[config.mk]
export PLATFORM = sky130hd
export DESIGN_NAME = tc_bist
export DESIGN_NICKNAME = d
export VERILOG_FILES = /design/src/rtl/tcb_pkg.sv /design/src/rtl/tcb_lfsr.sv /design/src/rtl/tcb_tcount.sv /design/src/rtl/tcb_ctrl.sv /design/src/rtl/tc_bist.sv
export SDC_FILE = /design/constraint.sdc
export NUM_CORES = 1
export LEC_CHECK = 0
export BUFFER_PORTS_ARGS = -buffer_cell sky130_fd_sc_hd__buf_2
export CELL_PAD_IN_SITES_DETAIL_PLACEMENT = 1
export CELL_PAD_IN_SITES_GLOBAL_PLACEMENT = 1
export CORE_MARGIN = 4
export CORE_UTILIZATION = 40
export DETAILED_ROUTE_END_ITERATION = 10
export GPL_TIMING_DRIVEN = 1
export PLACE_DENSITY_LB_ADDON = 0.1
export SETUP_SLACK_MARGIN = 0.5
export SLEW_MARGIN = 25
export SYNTH_ARGS = -nofsm -noshare
export SYNTH_HDL_FRONTEND = slang
export SYNTH_SLANG_ARGS = --single-unit
[constraint.sdc]
create_clock -name clk -period 2.18 [get_ports clk]
set_input_delay 0.436 -clock clk [delete_from_list [all_inputs] [get_ports clk]]
set_output_delay 0.436 -clock clk [all_outputs]
set_load 0.005 [all_outputs]
[src/rtl/tcb_pkg.sv]
package tcb_pkg;

  localparam int          PAT_W = 3;
  localparam logic [PAT_W-1:0] SEED = 3'b111;

  // one generator step: shift left, feed back bit2 ^ bit0 into bit0
  function automatic logic [PAT_W-1:0] lfsr_next(input logic [PAT_W-1:0] s);
    return {s[1:0], s[2] ^ s[0]};
  endfunction

  // final pattern index for a programmed count (zero behaves as one)
  function automatic logic [15:0] final_index(input logic [15:0] lim);
    return (lim == 16'd0) ? 16'd0 : lim - 16'd1;
  endfunction

endpackage

[src/rtl/tcb_lfsr.sv]
module tcb_lfsr
  import tcb_pkg::*;
(
  input  logic             clk,
  input  logic             rst_n,
  input  logic             load,
  input  logic             adv,
  output logic [PAT_W-1:0] state
);

  always_ff @(posedge clk or negedge rst_n) begin
    if (!rst_n)      state <= SEED;
    else if (load)   state <= SEED;
    else if (adv)    state <= lfsr_next(state);
  end


  lfsr_nonzero_chk: assert property (@(posedge clk) disable iff (!rst_n)
    state != '0);


  lfsr_moves_chk: assert property (@(posedge clk) disable iff (!rst_n)
    (adv && !load) |=> state != $past(state));

endmodule

[src/rtl/tcb_tcount.sv]
module tcb_tcount #(
  parameter int CNT_W = 8
) (
  input  logic             clk,
  input  logic             rst_n,
  input  logic             clear,
  input  logic             sample_en,
  input  logic             first,
  input  logic             resp,
  output logic [CNT_W-1:0] cnt,
  output logic [CNT_W-1:0] cnt_next
);

  logic prev_bit;
  logic toggle;

  assign toggle   = sample_en && !first && (resp != prev_bit);
  assign cnt_next = cnt + {{(CNT_W-1){1'b0}}, toggle};

  always_ff @(posedge clk or negedge rst_n) begin
    if (!rst_n) begin
      cnt      <= '0;
      prev_bit <= 1'b0;
    end else if (clear) begin
      cnt      <= '0;
      prev_bit <= 1'b0;
    end else if (sample_en) begin
      cnt      <= cnt_next;
      prev_bit <= resp;
    end
  end


  first_not_counted_chk: assert property (@(posedge clk) disable iff (!rst_n)
    (sample_en && first) |=> cnt == '0);


  no_wrap_chk: assert property (@(posedge clk) disable iff (!rst_n)
    !clear |=> cnt >= $past(cnt));

endmodule

[src/rtl/tcb_ctrl.sv]
module tcb_ctrl
  import tcb_pkg::*;
#(
  parameter int LIM_W = 8
) (
  input  logic             clk,
  input  logic             rst_n,
  input  logic             start,
  input  logic [LIM_W-1:0] pat_limit,
  input  logic [LIM_W-1:0] expect_sig,
  input  logic [LIM_W-1:0] cnt_next,
  output logic             busy,
  output logic             done,
  output logic             pass,
  output logic             start_acc,
  output logic             first_smp,
  output logic             last_smp
);

  logic [LIM_W-1:0] idx;
  logic [LIM_W-1:0] last_idx;
  logic [LIM_W-1:0] exp_q;

  assign start_acc = start && !busy;
  assign first_smp = busy && (idx == '0);
  assign last_smp  = busy && (idx == last_idx);

  always_ff @(posedge clk or negedge rst_n) begin
    if (!rst_n) begin
      busy     <= 1'b0;
      done     <= 1'b0;
      pass     <= 1'b0;
      idx      <= '0;
      last_idx <= '0;
      exp_q    <= '0;
    end else begin
      done <= last_smp;
      if (start_acc) begin
        busy     <= 1'b1;
        pass     <= 1'b0;
        idx      <= '0;
        last_idx <= LIM_W'(final_index(16'(pat_limit)));
        exp_q    <= expect_sig;
      end else if (busy) begin
        if (last_smp) begin
          busy <= 1'b0;
          pass <= (cnt_next == exp_q);
        end else begin
          idx <= idx + 1'b1;
        end
      end
    end
  end


  done_single_chk: assert property (@(posedge clk) disable iff (!rst_n)
    done |=> !done);


  done_idle_chk: assert property (@(posedge clk) disable iff (!rst_n)
    done |-> !busy);


  end_has_done_chk: assert property (@(posedge clk) disable iff (!rst_n)
    $fell(busy) |-> done);


  idx_bound_chk: assert property (@(posedge clk) disable iff (!rst_n)
    busy |-> idx <= last_idx);


  busy_start_ignored_chk: assert property (@(posedge clk) disable iff (!rst_n)
    (busy && start) |=> ($stable(exp_q) && $stable(last_idx)));


  pass_cleared_chk: assert property (@(posedge clk) disable iff (!rst_n)
    start_acc |=> !pass);

endmodule

[src/rtl/tc_bist.sv]
module tc_bist
  import tcb_pkg::*;
#(
  parameter int LIM_W = 8
) (
  input  logic             clk,
  input  logic             rst_n,
  input  logic             start,
  input  logic [LIM_W-1:0] pat_limit,
  input  logic [LIM_W-1:0] expect_sig,
  output logic [2:0]       cut_pattern,
  input  logic             cut_resp,
  output logic             busy,
  output logic             done,
  output logic             pass
);

  localparam int CNT_W = LIM_W;

  logic             start_acc;
  logic             first_smp;
  logic             last_smp;
  logic             gen_load;
  logic [CNT_W-1:0] sig_cnt;
  logic [CNT_W-1:0] sig_next;

  assign gen_load = start_acc || last_smp;

  tcb_ctrl #(.LIM_W(LIM_W)) u_ctrl (
    .clk       (clk),
    .rst_n     (rst_n),
    .start     (start),
    .pat_limit (pat_limit),
    .expect_sig(expect_sig),
    .cnt_next  (sig_next),
    .busy      (busy),
    .done      (done),
    .pass      (pass),
    .start_acc (start_acc),
    .first_smp (first_smp),
    .last_smp  (last_smp)
  );

  tcb_lfsr u_gen (
    .clk  (clk),
    .rst_n(rst_n),
    .load (gen_load),
    .adv  (busy),
    .state(cut_pattern)
  );

  tcb_tcount #(.CNT_W(CNT_W)) u_cnt (
    .clk      (clk),
    .rst_n    (rst_n),
    .clear    (start_acc),
    .sample_en(busy),
    .first    (first_smp),
    .resp     (cut_resp),
    .cnt      (sig_cnt),
    .cnt_next (sig_next)
  );


  idle_seed_chk: assert property (@(posedge clk) disable iff (!rst_n)
    !busy |-> cut_pattern == SEED);


  idle_sig_stable_chk: assert property (@(posedge clk) disable iff (!rst_n)
    (!busy && !start) |=> $stable(sig_cnt));

endmodule

# Yosys cells after proc, flatten, opt, wreduce, memory -nomap -nowiden
# Index checks and enable logic that the tools add are counted.
# op_classes
bitwise	1
mux	16
n_reduce_logical	15
eq_ne	4
n_addsub	3
# op_table
operator	n
$mux 8	6
$eq 8x8->1	2
$logic_not 8->1	2
$add 8x1->8	1
$add 8x1->8 const B	1
$mux 1	8
$sub 8x1->8 const B	1
$mux 3	2
$reduce_bool 2->1	3
$logic_and 1x1->1	5
$reduce_and 2->1	2
$logic_not 1->1	2
$ne 2x2->1 const B	1
$logic_or 1x1->1	1
$ne 1x1->1	1
$xor 1x1->1	1
# word_totals
elab_cells	48
register_bits	39
inputBits	20
output_inout_bits	6

# Depth between registers and ports, before layout
# logic_depth
ltp_word	10
depth_mapped	12
depth_no_buf	11

# Hierarchy
# Synthesis repeated with hierarchy kept, for this count alone.
# hier_totals
hier_cells	227
area_unflattened_um2	2177.1
# by_module_without_submodules
mod	seq_area_each_um2	area_per_inst_um2	cells_each	instances
tcb_ctrl	675.6	1503.9	159	1
tcb_tcount	225.2	538.0	57	1
tcb_lfsr	78.8	128.9	10	1
tc_bist	0.0	6.3	1	1

# Least setup slack after synthesis
# No wires, ideal clock.
# synth_path
path_type	register to register
from	register u_ctrl.busy
to	register u_ctrl.pass
synth_period_minus_slack_ps	2326
slack_ps	-146
required_ps	2098
arrival_ps	2244
path_buffers	2
setup_ps	82
path_stages_with_launch	12
cell_sequence	dfrtp_1 -> clkinv_1 -> clkbuf_1 -> a211oi_1 -> ha_1 -> ha_1 -> clkbuf_1 -> nand3_1 -> xor2_1 -> xor2_1 -> o2111ai_1 -> o22ai_1
# synth_between
elab_chain_len	9
word_cells_on_any_way	15
cone_classes	1 x add/sub; 1 x eq/ne; 3 x mux; 10 x reduce/logical
# synth_lines
element	line	rtl
from (decl)	tcb_ctrl.sv:12	output logic busy,
from (signal assigned)	tcb_ctrl.sv:30	busy <= 1'b0;
from (signal assigned)	tcb_ctrl.sv:39	busy <= 1'b1;
from (signal assigned)	tcb_ctrl.sv:46	busy <= 1'b0;
$logic_and 1x1->1	tcb_ctrl.sv:25	assign first_smp = busy && (idx == '0);
$logic_not 1->1	tcb_tcount.sv:17	assign toggle = sample_en && !first && (resp != prev_bit);
$logic_and 1x1->1 (2 in a row)	tcb_tcount.sv:17	
$add 8x1->8	tcb_tcount.sv:18	assign cnt_next = cnt + {{(CNT_W-1){1'b0}}, toggle};
$eq 8x8->1	tcb_ctrl.sv:47	pass <= (cnt_next == exp_q);
$mux 1	tcb_ctrl.sv:45	if (last_smp) begin
$mux 1	tcb_ctrl.sv:44	end else if (busy) begin
$mux 1	tcb_ctrl.sv:38	if (start_acc) begin
to (signal assigned)	tcb_ctrl.sv:47	
to (decl)	tcb_ctrl.sv:14	output logic pass,
# Several ways; a longest one is shown, not always the timed one. The select of a mux whose other input is x is not followed.
# A chain may end at the register's enable or synchronous reset.

# Worst setup path after layout
# layout_path
from	register u_ctrl.idx[1]
to	register u_ctrl.pass
# layout_between
elab_chain_len	10
word_cells_on_any_way	14
cone_classes	1 x add/sub; 2 x eq/ne; 3 x mux; 8 x reduce/logical
# layout_lines
element	line	rtl
from (decl)	tcb_ctrl.sv:20	logic [LIM_W-1:0] idx;
from (signal assigned)	tcb_ctrl.sv:49	idx <= idx + 1'b1;
$logic_not 8->1	tcb_ctrl.sv:25	
$logic_and 1x1->1	tcb_ctrl.sv:25	
$logic_not 1->1	tcb_tcount.sv:17	
$logic_and 1x1->1 (2 in a row)	tcb_tcount.sv:17	
$add 8x1->8	tcb_tcount.sv:18	
$eq 8x8->1	tcb_ctrl.sv:47	
$mux 1	tcb_ctrl.sv:45	
$mux 1	tcb_ctrl.sv:44	
$mux 1	tcb_ctrl.sv:38	
# Several ways; a longest one is shown, not always the timed one. The select of a mux whose other input is x is not followed.

==> impl_metrics.env <==
export IMPL_violations="negative setup slack"
export IMPL_diodes=0
export IMPL_area_delta_synth_final_pct=40.3
export IMPL_ctsHoldBuffers=0
export IMPL_place_ws_ns=-0.310
export IMPL_place_hpwl_mm=4.02
export IMPL_power_frac_comb=0.503
export IMPL_placedInstanceArea_sq_mm=0.00249
export IMPL_async_reset_ff_frac=1.00
export IMPL_power_per_cell_area_mw_per_mm2=1390
export IMPL_status="complete, but fails checks"
export IMPL_synth_fp_nets=251
export IMPL_core_sq_mm=0.00517
export IMPL_routedWlPerCell_um=19.7
export IMPL_antenna_left=0
export IMPL_drtIter0Drc=151
export IMPL_syn_area_per_cell_sq_um=9.61
export IMPL_track_usage=0.218
export IMPL_clk_latency_ns=0.29
export IMPL_fin_area_sq_mm=0.00305
export IMPL_cts_buffers=5
export IMPL_synth_area_sq_mm=0.00217
export IMPL_path_class="flop to flop"
export IMPL_grt_pass1_vias=2144
export IMPL_synth_seq_cells=39
export IMPL_clk_pin_slew_ns=0.08
export IMPL_num_vias=2023
export IMPL_max_cap_viol_count=0
export IMPL_dp_cells=330
export IMPL_seq_area_sq_um=980
export IMPL_worst_path_max_fanout=2
export IMPL_instances_no_fill=362
export IMPL_min_period_ns=2.40
export IMPL_pwr_share_seq=0.326
export IMPL_synth_edff_count=0
export IMPL_fmax_mhz=417
export IMPL_cp_start_kind="flop"
export IMPL_io_pins=26
export IMPL_drcViolationCount=0
export IMPL_final_cell_mix="36 x dfrtp_1, 29 x nand2_1, 27 x buf_4"
export IMPL_fillers=569
export IMPL_port_buffers=25
export IMPL_antenna_found_initial=0
export IMPL_p_leak_uw=0.00134
export IMPL_cts_max_path_buffers=2
export IMPL_final_common_cell="dfrtp_1"
export IMPL_vdd_drop_max_mv=0.781
export IMPL_ys_flop_type="dfrtp_1"
export IMPL_die_w_um=81.7
export IMPL_hold_violations=0
export IMPL_swShare=0.379
export IMPL_ys_types=43
export IMPL_cp_end_kind="flop"
export IMPL_gp_congestion=0.832
export IMPL_clock_sinks=39
export IMPL_drv_slew=0
export IMPL_skew_ns=0.00804
export IMPL_layout_drive_gt1_share=0.408
export IMPL_nNetsFinal=316
export IMPL_rsz0062_at_grt="yes"
export IMPL_required_ns=2.36
export IMPL_yosysSeqAreaShare=0.451
export IMPL_fp_dieArea_sq_mm=0.00667
export IMPL_initial_core_util=0.420
export IMPL_cts_htree_levels=2
export IMPL_p_sw_uw=1610
export IMPL_overflow=0
export IMPL_vias_per_cell=5.59
export IMPL_arrival_ns=2.57
export IMPL_power_frac_clock=0.171
export IMPL_path_cells="inv_2, ha_4, nor4b_4, a211oi_2, ha_2, buf_6, nand3_4, or3_4, and4b_1, o31ai_1, o22ai_1"
export IMPL_rows=26
export IMPL_cts_root_buffer="clkbuf_8"
export IMPL_multi_input_area_sq_mm=0.00129
export IMPL_critPathSlowestCell="dfrtp_1"
export IMPL_min_path_type="primary input to async pin"
export IMPL_cts_tree="yes"
export IMPL_intPower_uw=2630
export IMPL_yosysWarnings=0
export IMPL_grt_max_degree=22
export IMPL_grt_pass1_wl_mm=10.8
export IMPL_period_share=1.10
export IMPL_max_stage_delay_ns=0.38
export IMPL_finalSetupViolations=2
export IMPL_synth_cells=226
export IMPL_first_pass_iters=4
export IMPL_fin_ws_ns=-0.217
export IMPL_tightest_slew_ns=0.619
export IMPL_critPathTopFamily="simple AND/OR/NAND/NOR gates"
export IMPL_slew_headroom=0.586
export IMPL_die_h_um=81.7
export IMPL_path_buf_inv=2
export IMPL_finalWirelength_mm=7.12
## power by group through the flow
stage | Clock (uW) | Combinational, uW | Sequential, uW
finish | 724 | 2130 | 1380
floorplan | 0 | 950 | 1300
detailed placement | 0 | 1420 | 1310
global route | 770 | 2310 | 1410
global placement | 0 | 1360 | 1310
CTS | 737 | 1760 | 1320
## synthesized netlist by cell type (2+ instances only)
master	n	area [sq um]
a21oi_1	3	15.0
mux2i_1	3	30.0
nand3_1	10	50.1
dfrtp_1	36	901
o31ai_1	3	22.5
o21ai_0	21	105
ha_1	5	62.6
o21a_1	2	15.0
a211oi_1	2	15.0
buf_2	2	10.0
xnor2_1	18	158
buf_6	3	33.8
o22ai_1	4	25.0
nand2b_1	3	18.8
nand2_1	32	120
or3_1	2	12.5
clkbuf_1	5	18.8
nor2_1	10	37.5
xor2_1	5	43.8
a31oi_1	7	43.8
dfstp_2	3	78.8
nand4_1	2	12.5
inv_1	6	22.5
a21o_1	4	30.0
nor3b_1	2	15.0
nor3_1	6	30.0
nor4_1	4	25.0
mux2_2	8	90.1
## layout make-up
cell class                 instances  area share
sequential                        39       0.322
timing repair buffer              68       0.170
clock buffer                       6      0.0238
tap                               70      0.0288
clock inverter                     2      0.0197
multi-input combinational        169       0.424
inverter                           8      0.0123
## logic make-up after synthesis
logic type / synth area share
simple gates: 0.167
compound gates: 0.154
flops: 0.451
xor+xnor: 0.100
buf+inv: 0.0438
mux: 0.0553
fa+ha+maj: 0.0288
## through the flow
stage	power, uW	setup TNS, ns	util	hold WS (ns)
global route	4490	-0.588	0.589	0.135
floorplan	2250	-0.0807	-	0.140
global placement	2670	-0.165	0.481	0.429
CTS	3810	-0.217	0.558	0.103
finish	4240	-0.385	0.589	0.0932
detailed placement	2730	-0.344	0.481	0.430
## state kept, by name, summed over array words and instances, names as in the netlist
signal and flops:
u_gen.state 3, u_ctrl.idx 8, u_cnt.cnt 8, u_ctrl.busy 1, u_cnt.prev_bit 1, u_ctrl.last_idx 8
u_ctrl.done 1, u_ctrl.pass 1, u_ctrl.exp_q 8
## repair_timing
item / 4_1_cts / 5_1_grt
endpoints found under the setup margin: 17 / 22
gates resized for setup: 31 / 24
pin swaps: 11 / 14
buffers inserted: 19 / 5
## routing by layer
layer,vias to the layer above,routed length (um),GRT usage
li1,934,-,-
met1,1024,3060,0.277
met2,52,3620,0.369
met3,13,281,0.0384
met4,0,159,0.0880
met5,-,0,0
## worst paths after layout
kind	from	endpoint	slack, ns	cells past startpoint
min in group clk	expect_sig[0]	u_ctrl.exp_q[0]	0.37	2
max in group asynchronous	rst_n	u_ctrl.last_idx[7]	1.60	2
hold reg to reg	u_ctrl.last_idx[4]	u_ctrl.last_idx[4]	0.52	2
setup / recovery	u_ctrl.idx[1]	u_ctrl.pass	-0.22	11
hold / removal	rst_n	u_ctrl.idx[4]	0.09	1
setup reg to reg	u_ctrl.idx[1]	u_ctrl.pass	-0.22	11
Power figures use the tool's default switching activity.
